$ cat config.mk
export PLATFORM = sky130hd
export DESIGN_NAME = link_frame_mux
export DESIGN_NICKNAME = d
export VERILOG_FILES = /design/src/rtl/lfm_pkg.sv /design/src/rtl/lfm_arbiter.sv /design/src/rtl/lfm_char_sel.sv /design/src/rtl/link_frame_mux.sv
export SDC_FILE = /design/constraint.sdc
export NUM_CORES = 1
export LEC_CHECK = 0
export BUFFER_PORTS_ARGS = -buffer_cell sky130_fd_sc_hd__clkbuf_2
export CAP_MARGIN = 20
export CORE_MARGIN = 5
export CORE_UTILIZATION = 44
export DETAILED_ROUTE_END_ITERATION = 10
export PLACE_DENSITY_LB_ADDON = 0.1
export SLEW_MARGIN = 15
export SYNTH_ARGS = -nofsm -noshare
export SYNTH_HDL_FRONTEND = slang
export SYNTH_SLANG_ARGS = --single-unit
$ cat constraint.sdc
create_clock -name clk -period 1.8 [get_ports clk]
set_input_delay 0.36 -clock clk [delete_from_list [all_inputs] [get_ports clk]]
set_output_delay 0.36 -clock clk [all_outputs]
set_load 0.05 [all_outputs]
$ cat src/rtl/lfm_pkg.sv
package lfm_pkg;

    // What is owed after a header character has been sent
    typedef enum logic [1:0] {
        PH_FREE     = 2'd0,
        PH_HIT_ADDR = 2'd1,
        PH_CFG_BYTE = 2'd2
    } phase_e;

    // Decision for the character emitted at the coming edge
    typedef enum logic [2:0] {
        G_IDLE      = 3'd0,
        G_HIT_HDR   = 3'd1,
        G_HIT_ADDR  = 3'd2,
        G_CFG_HDR   = 3'd3,
        G_CFG_BYTE  = 3'd4,
        G_DATA_HDR  = 3'd5,
        G_DATA_WORD = 3'd6,
        G_GAP       = 3'd7
    } grant_e;

endpackage

$ cat src/rtl/lfm_arbiter.sv
module lfm_arbiter
    import lfm_pkg::*;
(
    input  phase_e phase,
    input  logic   frame_open,
    input  logic   hit_valid,
    input  logic   fifo_valid,
    input  logic   cfg_valid,
    output grant_e grant
);

    // Owed record bytes first, then urgent, then open frame, then new frame,
    // then configuration, then idle.
    always_comb begin
        if (phase == PH_HIT_ADDR) begin
            grant = G_HIT_ADDR;
        end else if (phase == PH_CFG_BYTE) begin
            grant = G_CFG_BYTE;
        end else if (hit_valid) begin
            grant = G_HIT_HDR;
        end else if (frame_open) begin
            grant = fifo_valid ? G_DATA_WORD : G_GAP;
        end else if (fifo_valid) begin
            grant = G_DATA_HDR;
        end else if (cfg_valid) begin
            grant = G_CFG_HDR;
        end else begin
            grant = G_IDLE;
        end
    end

endmodule

$ cat src/rtl/lfm_char_sel.sv
module lfm_char_sel
    import lfm_pkg::*;
#(
    parameter int          W      = 8,
    parameter logic [W-1:0] K_DATA = 8'h3C,
    parameter logic [W-1:0] K_HIT  = 8'h5C,
    parameter logic [W-1:0] K_CFG  = 8'h7C,
    parameter logic [W-1:0] K_IDLE = 8'hBC
) (
    input  grant_e       grant,
    input  logic [W-1:0] fifo_word,
    input  logic [W-1:0] hit_addr,
    input  logic [W-1:0] cfg_byte,
    output logic [W-1:0] ch,
    output logic         is_k
);

    always_comb begin
        ch   = K_IDLE;
        is_k = 1'b1;
        unique case (grant)
            G_HIT_HDR:   ch = K_HIT;
            G_CFG_HDR:   ch = K_CFG;
            G_DATA_HDR:  ch = K_DATA;
            G_HIT_ADDR:  begin ch = hit_addr;  is_k = 1'b0; end
            G_CFG_BYTE:  begin ch = cfg_byte;  is_k = 1'b0; end
            G_DATA_WORD: begin ch = fifo_word; is_k = 1'b0; end
            G_IDLE, G_GAP: ch = K_IDLE;
        endcase
    end

endmodule

$ cat src/rtl/link_frame_mux.sv
module link_frame_mux
    import lfm_pkg::*;
#(
    parameter int          W         = 8,
    parameter int          FRAME_LEN = 4,
    parameter logic [W-1:0] K_DATA    = 8'h3C,
    parameter logic [W-1:0] K_HIT     = 8'h5C,
    parameter logic [W-1:0] K_CFG     = 8'h7C,
    parameter logic [W-1:0] K_IDLE    = 8'hBC
) (
    input  logic         clk,
    input  logic         rst,
    input  logic         fifo_valid,
    input  logic [W-1:0] fifo_word,
    output logic         fifo_ready,
    input  logic         hit_valid,
    input  logic [W-1:0] hit_addr,
    output logic         hit_ready,
    input  logic         cfg_valid,
    input  logic [W-1:0] cfg_byte,
    output logic         cfg_ready,
    output logic [W-1:0] tx_char,
    output logic         tx_is_k
);

    localparam int CNT_W = (FRAME_LEN > 1) ? $clog2(FRAME_LEN) : 1;
    localparam logic [CNT_W-1:0] LAST_SLOT = CNT_W'(FRAME_LEN - 1);

    typedef struct packed {
        phase_e          phase;
        logic            frame_open;
        logic [CNT_W-1:0] sent;
        logic [W-1:0]    ch;
        logic            is_k;
    } st_t;

    st_t st_d, st_q;

    grant_e       grant;
    logic [W-1:0] sel_ch;
    logic         sel_k;

    lfm_arbiter u_arb (
        .phase      (st_q.phase),
        .frame_open (st_q.frame_open),
        .hit_valid  (hit_valid),
        .fifo_valid (fifo_valid),
        .cfg_valid  (cfg_valid),
        .grant      (grant)
    );

    lfm_char_sel #(
        .W      (W),
        .K_DATA (K_DATA),
        .K_HIT  (K_HIT),
        .K_CFG  (K_CFG),
        .K_IDLE (K_IDLE)
    ) u_sel (
        .grant     (grant),
        .fifo_word (fifo_word),
        .hit_addr  (hit_addr),
        .cfg_byte  (cfg_byte),
        .ch        (sel_ch),
        .is_k      (sel_k)
    );

    always_comb begin
        st_d      = st_q;
        st_d.ch   = sel_ch;
        st_d.is_k = sel_k;
        unique case (grant)
            G_HIT_HDR:  st_d.phase = PH_HIT_ADDR;
            G_CFG_HDR:  st_d.phase = PH_CFG_BYTE;
            G_HIT_ADDR, G_CFG_BYTE: st_d.phase = PH_FREE;
            G_DATA_HDR: begin
                st_d.frame_open = 1'b1;
                st_d.sent       = '0;
            end
            G_DATA_WORD: begin
                if (st_q.sent == LAST_SLOT) begin
                    st_d.frame_open = 1'b0;
                    st_d.sent       = '0;
                end else begin
                    st_d.sent = st_q.sent + 1'b1;
                end
            end
            G_IDLE, G_GAP: ;
        endcase
        if (rst) begin
            st_d.phase      = PH_FREE;
            st_d.frame_open = 1'b0;
            st_d.sent       = '0;
            st_d.ch         = K_IDLE;
            st_d.is_k       = 1'b1;
        end
    end

    always_ff @(posedge clk) begin
        st_q <= st_d;
    end

    assign fifo_ready = !rst && (grant == G_DATA_WORD);
    assign hit_ready  = !rst && (grant == G_HIT_ADDR);
    assign cfg_ready  = !rst && (grant == G_CFG_BYTE);
    assign tx_char    = st_q.ch;
    assign tx_is_k    = st_q.is_k;

    // a popped word shows up as a plain character one cycle later
    p_pop_emits_word_r1: assert property (@(posedge clk) disable iff (rst)
        (fifo_ready && fifo_valid) |=> (!tx_is_k && tx_char == $past(fifo_word)));

    // the address is taken only right after the urgent header was sent
    p_addr_after_hdr_r2: assert property (@(posedge clk) disable iff (rst)
        hit_ready |-> (tx_is_k && tx_char == K_HIT));

    // a waiting urgent record with nothing owed goes out next
    p_hit_latency_r3: assert property (@(posedge clk) disable iff (rst)
        (hit_valid && st_q.phase == PH_FREE) |=> (tx_is_k && tx_char == K_HIT));

    // configuration header never leaves inside an open frame
    p_cfg_outside_frame_r5: assert property (@(posedge clk) disable iff (rst)
        (hit_valid || st_q.frame_open) |=> !(tx_is_k && tx_char == K_CFG));

    // one pop at most per cycle
    p_single_ready_r9: assert property (@(posedge clk) disable iff (rst)
        $onehot0({fifo_ready, hit_ready, cfg_ready}));

    // a frame header is never sent while a frame is already open
    p_no_nested_hdr_r1: assert property (@(posedge clk) disable iff (rst)
        (st_q.frame_open && st_q.phase == PH_FREE && !hit_valid)
            |=> !(tx_is_k && tx_char == K_DATA));

endmodule

[Yosys cells after proc, flatten, opt, wreduce, memory -nomap -nowiden]
Cells that the tools add are included.
Word-level totals
  register bits: 14
  bits of input ports: 29
  output and inout port bits: 12
  logic and storage cells: 41
Operators by class
  add/sub/neg operators: 1
  eq/ne operators: 11
  muxes and demuxes: 13
  reductions and logical operators: 11
Operator list (count)
  one-hot mux 8 bit (7 select lines): 1
  two-way mux 3 bit: 5
  equality test 3 bit (second input constant): 4
  equality test 3 x 2 -> 1 bit (second input constant): 2
  one-hot mux 2 bit (3 select lines): 1
  one-hot mux 3 bit (2 select lines): 1
  equality test 2 bit (second input constant): 2
  two-way mux 2 bit: 2
  OR reduction 2 bit: 2
  equality test 3 x 1 -> 1 bit (second input constant): 1
  logical AND 1 bit: 3
  logical NOT 3 bit: 1
  two-way mux 1 bit: 3
  nonzero test 3 bit: 1
  OR reduction 3 bit: 1
  adder 2 x 1 -> 2 bit (second input constant): 1
  equality test 2 x 1 -> 1 bit (second input constant): 1
  inequality test 2 bit (second input constant): 1
  AND reduction 2 bit: 1
  nonzero test 2 bit: 1
  logical NOT 1 bit: 1

[Longest topological paths before layout]
Gate-level depths: netlist of run 1.
  depth in word-level cells: 9
  mapped depth: 5
  gate-level depth less buffers: 4

[Hierarchy]
A second synthesis of run 1 with hierarchy kept.
Unflattened totals
  cell total of the unflattened synthesis: 110
  area total of the unflattened synthesis: 953.4 µm²
By module, submodules not included
  link_frame_mux: times used 1, cells each 64, area each 636.9 µm², seq. area each 280.3 µm²
  lfm_char_sel: times used 1, cells each 36, area each 250.2 µm², seq. area each 0.0 µm²
  lfm_arbiter: times used 1, cells each 10, area each 66.3 µm², seq. area each 0.0 µm²

[Least setup slack after synthesis of run 1]
No wires, ideal clock.
  path kind: register -> output
  start: register st_q[13] (netlist bit)
  end: output port fifo_ready
  arrival time: 1.709 ns
  data required time: 1.440 ns
  path slack: -0.269 ns
  cell stages (with the launch flop): 4
  path buffers: 1
  cell sequence: dfxtp_1 > buf_6 > xor2_2 > nor3_1
On the way
  longest elaborated chain between the ends: 5
  elaborated cells on any way between the ends: 6
  classes of those cells: 3 x eq/ne; 2 x mux; 1 x reduce/logical
Ends and longest elaborated chain
  from (decl): RTL line link_frame_mux.sv:37  | st_t st_d, st_q;
  from (signal assigned): RTL line link_frame_mux.sv:99  | st_q <= st_d;
  equality test 2 bit: RTL line lfm_arbiter.sv:17  | end else if (phase == PH_CFG_BYTE) begin
  two-way mux 3 bit: RTL line lfm_arbiter.sv:17
  two-way mux 3 bit (*): RTL line lfm_arbiter.sv:15  | if (phase == PH_HIT_ADDR) begin
  equality test 3 bit (*): RTL line link_frame_mux.sv:102  | assign fifo_ready = !rst && (grant == G_DATA_WORD);
  logical AND 1 bit (*): RTL line link_frame_mux.sv:102
  to (decl): RTL line link_frame_mux.sv:15  | output logic fifo_ready,
Every way passes the cells marked *; elsewhere a longest branch is shown, timed or not.

[Worst setup path after layout of run 1]
Ends and elaborated chain as after synthesis.

==> results of run 1 <==
[what timing repair did]
action                                  CTS  global route
resized for setup                         1             1
hold buffers                              0             0
setup buffers                             0             0
endpoints found under the hold margin     0             0
endpoints found under the setup margin    1             1
[through the flow]
stage               worst slack, ns  instances
finish                      0.08852        151
global route               0.006359        151
CTS                         0.05676        151
detailed placement           0.2632        147
global placement             0.2729        147
floorplan                    0.1255         94
[state kept, by name, indices dropped and copies added, names as in the netlist]
signal   flops
st_q         5
tx_char      8
tx_is_k      1
[kinds of logic (layout without fill, tap and decap cells)]
group	after synthesis	after routing	synth area share, %
and+or+nand+nor	30	30	20.21
DFF	14	14	34.30
AOI/OAI and AO/OA	26	26	22.67
buffers and inverters	18	50	13.48
xor gates and xnor gates	2	2	3.983
muxes	3	3	3.828
adders and majority gates	1	1	1.531
[routing by layer]
| layer | routed length (um) | vias up | GRT usage, % | part of all wire (%) |
|---|---|---|---|---|
| met4 | 21 | 0 | 7.660 | 1.1 |
| met2 | 903 | 34 | 24.59 | 47 |
| met5 | 0 | - | 0 | 0 |
| met1 | 842 | 366 | 18.57 | 44 |
| li1 | - | 393 | - | - |
| met3 | 143 | 2 | 2.817 | 7.5 |
[area by class of cell]
type	count	area, um2	area share [%]
multi-input combinational	62	436.7	42.00
sequential	14	282.8	27.20
timing repair buffer	44	245.2	23.59
clock buffer	4	36.28	3.490
tap	25	31.28	3.008
inverter	2	7.507	0.7220
[power by group through the flow]
stage	Combinational, mW	Clock (mW)	Sequential, mW
2_1_floorplan	0.143	0	0.344
3_3_place_gp	0.185	0	0.345
3_5_place_dp	0.186	0	0.346
4_1_cts	0.187	0.230	0.339
5_1_grt	0.202	0.242	0.342
6_report	0.186	0.220	0.339
[worst paths after layout]
kind / startpoint / endpoint / cells after the start
worst min register to register: st_q[10]$_SDFFE_PP0P_ / st_q[10]$_SDFFE_PP0P_ / 2
worst min-delay path: fifo_word[3] / tx_char[3]$_SDFF_PP1_ / 2
worst max register to register: st_q[12]$_SDFFE_PP0P_ / tx_char[4]$_SDFF_PP1_ / 4
worst max-delay path: st_q[13]$_SDFFE_PP0P_ / fifo_ready / 3
[placed cells by master (no fill, tap or decap), types with 2 or more instances in the layout]
| master | synthesis | final |
|---|---|---|
| a211o_1 | 3 | 3 |
| a21o_1 | 2 | 2 |
| a21oi_1 | 6 | 6 |
| a221oi_1 | 2 | 2 |
| a22o_1 | 3 | 3 |
| a22oi_1 | 2 | 2 |
| buf_4 | 9 | 4 |
| clkbuf_2 | 0 | 39 |
| clkbuf_4 | 0 | 3 |
| dfxtp_1 | 14 | 12 |
| dfxtp_2 | 0 | 2 |
| inv_1 | 2 | 2 |
| mux2i_1 | 2 | 2 |
| nand2_1 | 5 | 5 |
| nand2b_1 | 2 | 2 |
| nand3_1 | 3 | 3 |
| nor2_1 | 5 | 5 |
| nor2b_1 | 4 | 2 |
| nor2b_2 | 0 | 2 |
| nor3_1 | 3 | 2 |
| nor3b_1 | 2 | 2 |
| o21ai_0 | 2 | 2 |
| o31ai_1 | 2 | 2 |
==> impl_metrics.csv, run 1 <==
group,metric,value,unit
clocking,root_buffer,"clkbuf_4",
routing,via_per_inst,5.265,
cells_and_area,fin_area,1040,um2
placement,detailedPlacementHpwl,1.504,mm
cells_and_area,n_antenna_cell,0,
clocking,clk_latency,0.27,ns
setup_path,slowest_stage,"dfxtp_2",
sta,rsz0062_at_grt,"false",
routing,dr.pass1.iters,5,
logic_synthesis,synthCells,94,
setup_path,slowest_delay,0.39,ns
routing,drc,0,
floorplanning,die_h,53.09,um
logic_synthesis,yosysMostFrequentCell,"dfxtp_1",
setup_path,crit_chain,"xor2_2, nor3_2, clkbuf_2",
routing,vias,795,
logic_synthesis,syn_nets,124,
setup_path,startpoint_type,"flip-flop",
grt,gr-total-overflow,0,
sta,finalHoldViolations,0,
power,power_switching,223.0,uW
sta,fmax,584.3,MHz
grt,track_usage,15.03,%
grt,grt_max_degree,14,
placement,gp_congestion,0.7888,
placement,placed_cell_area,1001,um2
setup_path,end_kind,"output pin",
logic_synthesis,synth_common_cells,"dfxtp_1 (14), buf_4 (9), a21oi_1 (6)",
power,p_int,521.7,uW
routing,wl_per_cell,12.66,um
clocking,cts_sinks,14,
grt,grt_pass1_wl,3.091,mm
floorplanning,die_x,53.09,um
routing,drtIter0Drc,12,
setup_path,crit_buf_inv,1,
power,ir_drop,393.8,uV
sta,fin_tns_setup,0,ns
sta,fin_crit,1.711,ns
logic_synthesis,syn_area,817.0,um2
power,power_leakage,0.4803,nW
cells_and_area,area_growth,27.26,%
logic_synthesis,synth_edf_count,0,
routing,ant_nets,0,
routing,wl,1.911,mm
clocking,clockBufferDepth,2,
grt,grt_pass1_vias,725,
floorplanning,ioPinCount,41,
clocking,cts_tree,"done",
setup_path,crit_family,"flip-flops",
sta,holdWs,0.2919,ns
logic_synthesis,synth-main-ff-cell,"dfxtp_1",
power,powerDensity,716.2,nW/um2
logic_synthesis,yosysTopAreaCellShare,34.30,%
power,power.share.sequential,45.5,%
logic_synthesis,ys_ff_latch,14,
clocking,clk_pin_slew,0.08,ns
logic_synthesis,synthArstFlopShare,0,%
setup_path,crit_required,1.44,ns
setup_path,path_max_fanout,8,
logic_synthesis,synth_area_leaders,"dfxtp_1 (34%), buf_4 (8.3%), a21oi_1 (3.7%)",
logic_synthesis,seq_area_frac_synth,34.30,%
logic_synthesis,syn_avg_cell_area,8.692,um2
power,power.total,744.7,uW
cells_and_area,nets,157,
cells_and_area,nFillCells,171,
outcome,status,"finished clean",
logic_synthesis,yosysUniqueCellTypes,36,
sta,slew_violations,0,
placement,port_buffers,40,
setup_path,arrival,1.35,ns
sta,relSlewSlack,74.16,%
power,swShare,29.95,%
floorplanning,rows,15,
worst_hold_path,min_path_type,"input port to flip-flop",
floorplanning,core_area,1745,um2
setup_path,regToRegSetupSlack,0.45,ns
cells_and_area,final_util,59.57,%
floorplanning,start_util,46.81,%
logic_synthesis,yosysTopAreaCell,"dfxtp_1",
sta,setup_violations,0,
logic_synthesis,ys_warn_count,0,
cells_and_area,drive_gt1_share,44.44,%
power,clock_power_share,29.5,%
setup_path,crit_type,"flip-flop to output pin",
power,pwr-share-comb,25.0,%
clocking,numCtsBuffers,3,
floorplanning,die_area,2819,um2
sta,tightest_slew,0.3856,ns
job,maxCapViolations,0,
clocking,htreeDepth,1,
grt,antenna_found_initial,0,
sta,finClkSkew,0.001958,ns
sta,timing.final.crit_share,95.08,%
No activity file was read; power rests on OpenSTA's default activity.
==> run 2, diff against run 1 <==
--- a/config.mk
+++ b/config.mk
@@ -10,6 +10,7 @@
 export CORE_MARGIN = 5
 export CORE_UTILIZATION = 44
 export DETAILED_ROUTE_END_ITERATION = 10
+export MAX_ROUTING_LAYER = met4
 export PLACE_DENSITY_LB_ADDON = 0.1
 export SLEW_MARGIN = 15
 export SYNTH_ARGS = -nofsm -noshare
==> impl_metrics.csv, run 2 (synthesized netlist as in run 1, its figures left out) <==
group,metric,value,unit
clocking,clockBufferDepth,2,
power,powerDensity,716.1,nW/um2
clocking,root_buffer,"clkbuf_4",
placement,detailedPlacementHpwl,1.504,mm
setup_path,arrival,1.35,ns
clocking,cts_tree,"done",
setup_path,startpoint,"st_q[13]$_SDFFE_PP0P_",
floorplanning,die_area,2819,um2
sta,tightest_slew,0.3858,ns
routing,via_per_inst,5.265,
cells_and_area,final_common_cell,"clkbuf_2",
clocking,cts-hold-fix-buffers,0,
routing,drc,0,
routing,drtIter0Drc,12,
floorplanning,die_x,53.09,um
grt,track_usage,15.41,%
sta,fmax,584.3,MHz
cells_and_area,layout_common_cells,"clkbuf_2 (39), dfxtp_1 (12), a21oi_1 (6), nand2_1 (5), nor2_1 (5)",
sta,slew_violations,0,
placement,port_buffers,40,
grt,antenna_found_initial,0,
sta,fin_crit,1.711,ns
setup_path,crit_required,1.44,ns
setup_path,reg2reg_depth,4,
floorplanning,die_h,53.09,um
placement,dp.cells,147,
setup_path,crit_type,"flip-flop to output pin",
cells_and_area,n_antenna_cell,0,
routing,wl,1.911,mm
sta,rsz0062_at_grt,"false",
sta,finClkSkew,0.002050,ns
placement,placed_cell_area,1001,um2
power,ir_drop,393.8,uV
setup_path,end_kind,"output pin",
clocking,numCtsBuffers,3,
sta,timing.final.crit_share,95.08,%
setup_path,regToRegSetupSlack,0.45,ns
setup_path,r2r-start,"st_q[12]$_SDFFE_PP0P_",
cells_and_area,largest_reg_flops,8,
clocking,clk_latency,0.27,ns
routing,vias,795,
worst_hold_path,min_path_type,"input port to flip-flop",
clocking,clk_pin_slew,0.08,ns
clocking,htreeDepth,1,
grt,grt_max_degree,14,
placement,gp_congestion,0.7999,
power,power.total,744.6,uW
floorplanning,start_util,46.81,%
clocking,cts_sinks,14,
sta,setup_violations,0,
sta,fin_tns_setup,0,ns
cells_and_area,area_growth,27.26,%
outcome,status,"finished clean",
setup_path,startpoint_type,"flip-flop",
worst_hold_path,hp-start,"fifo_word[3]",
setup_path,endpoint,"fifo_ready",
power,power_leakage,0.4803,nW
setup_path,r2r-end,"tx_char[4]$_SDFF_PP1_",
routing,ant_nets,0,
floorplanning,ioPinCount,41,
routing,wl_per_cell,12.66,um
sta,relSlewSlack,74.15,%
sta,finalHoldViolations,0,
floorplanning,rows,15,
routing,dr.pass1.iters,5,
cells_and_area,nets,157,
cells_and_area,fin_cells,151,
cells_and_area,fin_area,1040,um2
grt,grt_pass1_wl,3.091,mm
floorplanning,core_area,1745,um2
grt,grt_pass1_vias,724,
job,maxCapViolations,0,
grt,gr-total-overflow,0,
cells_and_area,drive_gt1_share,44.44,%
setup_path,path_max_fanout,8,
-- run 2: how the worst min path moves through the flow --
stage / endpoint / slack (ns) / cells after the start
floorplan: st_q[10]$_SDFFE_PP0P_ / 0.45 / 2
global placement: st_q[10]$_SDFFE_PP0P_ / 0.46 / 2
detailed placement: st_q[10]$_SDFFE_PP0P_ / 0.48 / 2
CTS: tx_char[3]$_SDFF_PP1_ / 0.28 / 2
global route: tx_char[3]$_SDFF_PP1_ / 0.28 / 2
finish: tx_char[3]$_SDFF_PP1_ / 0.29 / 2
-- run 2: metrics by stage --
| stage | setup slack (ns) | hold slack [ns] | util (%) |
|---|---|---|---|
| floorplan | 0.1255 | 0.4477 | - |
| global placement | 0.2729 | 0.4623 | 57.35 |
| detailed placement | 0.2632 | 0.4835 | 57.35 |
| CTS | 0.05676 | 0.2836 | 59.50 |
| global route | 0.006350 | 0.2843 | 59.57 |
| finish | 0.08854 | 0.2920 | 59.57 |
-- run 2: critical path: stages (launching register included) --
cell and delay (ns):
dfxtp_2 0.39, xor2_2 0.23, nor3_2 0.17, clkbuf_2 0.29
-- run 2: final cells by class --
type / instances / area [um2]
Clock buffer: 4 / 36.28
Fill cell: 171 / 705.7
Sequential cell: 14 / 282.8
Inverter: 2 / 7.507
Timing Repair Buffer: 44 / 245.2
Tap cell: 25 / 31.28
Multi-Input combinational cell: 62 / 436.7
-- run 2: what timing repair did --
action / in CTS / in global routing
setup endpoints to repair: 1 / 1
setup buffers: 0 / 0
resized for setup: 1 / 1
-- run 2: per-layer routing --
metal	up-vias	share of wire, %	GRT usage [%]
li1	393	-	-
met1	366	44	18.74
met2	34	47	24.59
met3	2	7.1	2.535
met4	0	1.1	7.660
met5	-	0	-
-- run 2: where the power goes --
group | internal (mW) | switching, mW
Clock | 0.123 | 0.0969
Combinational | 0.0712 | 0.115
Sequential | 0.328 | 0.0113
Total | 0.522 | 0.223
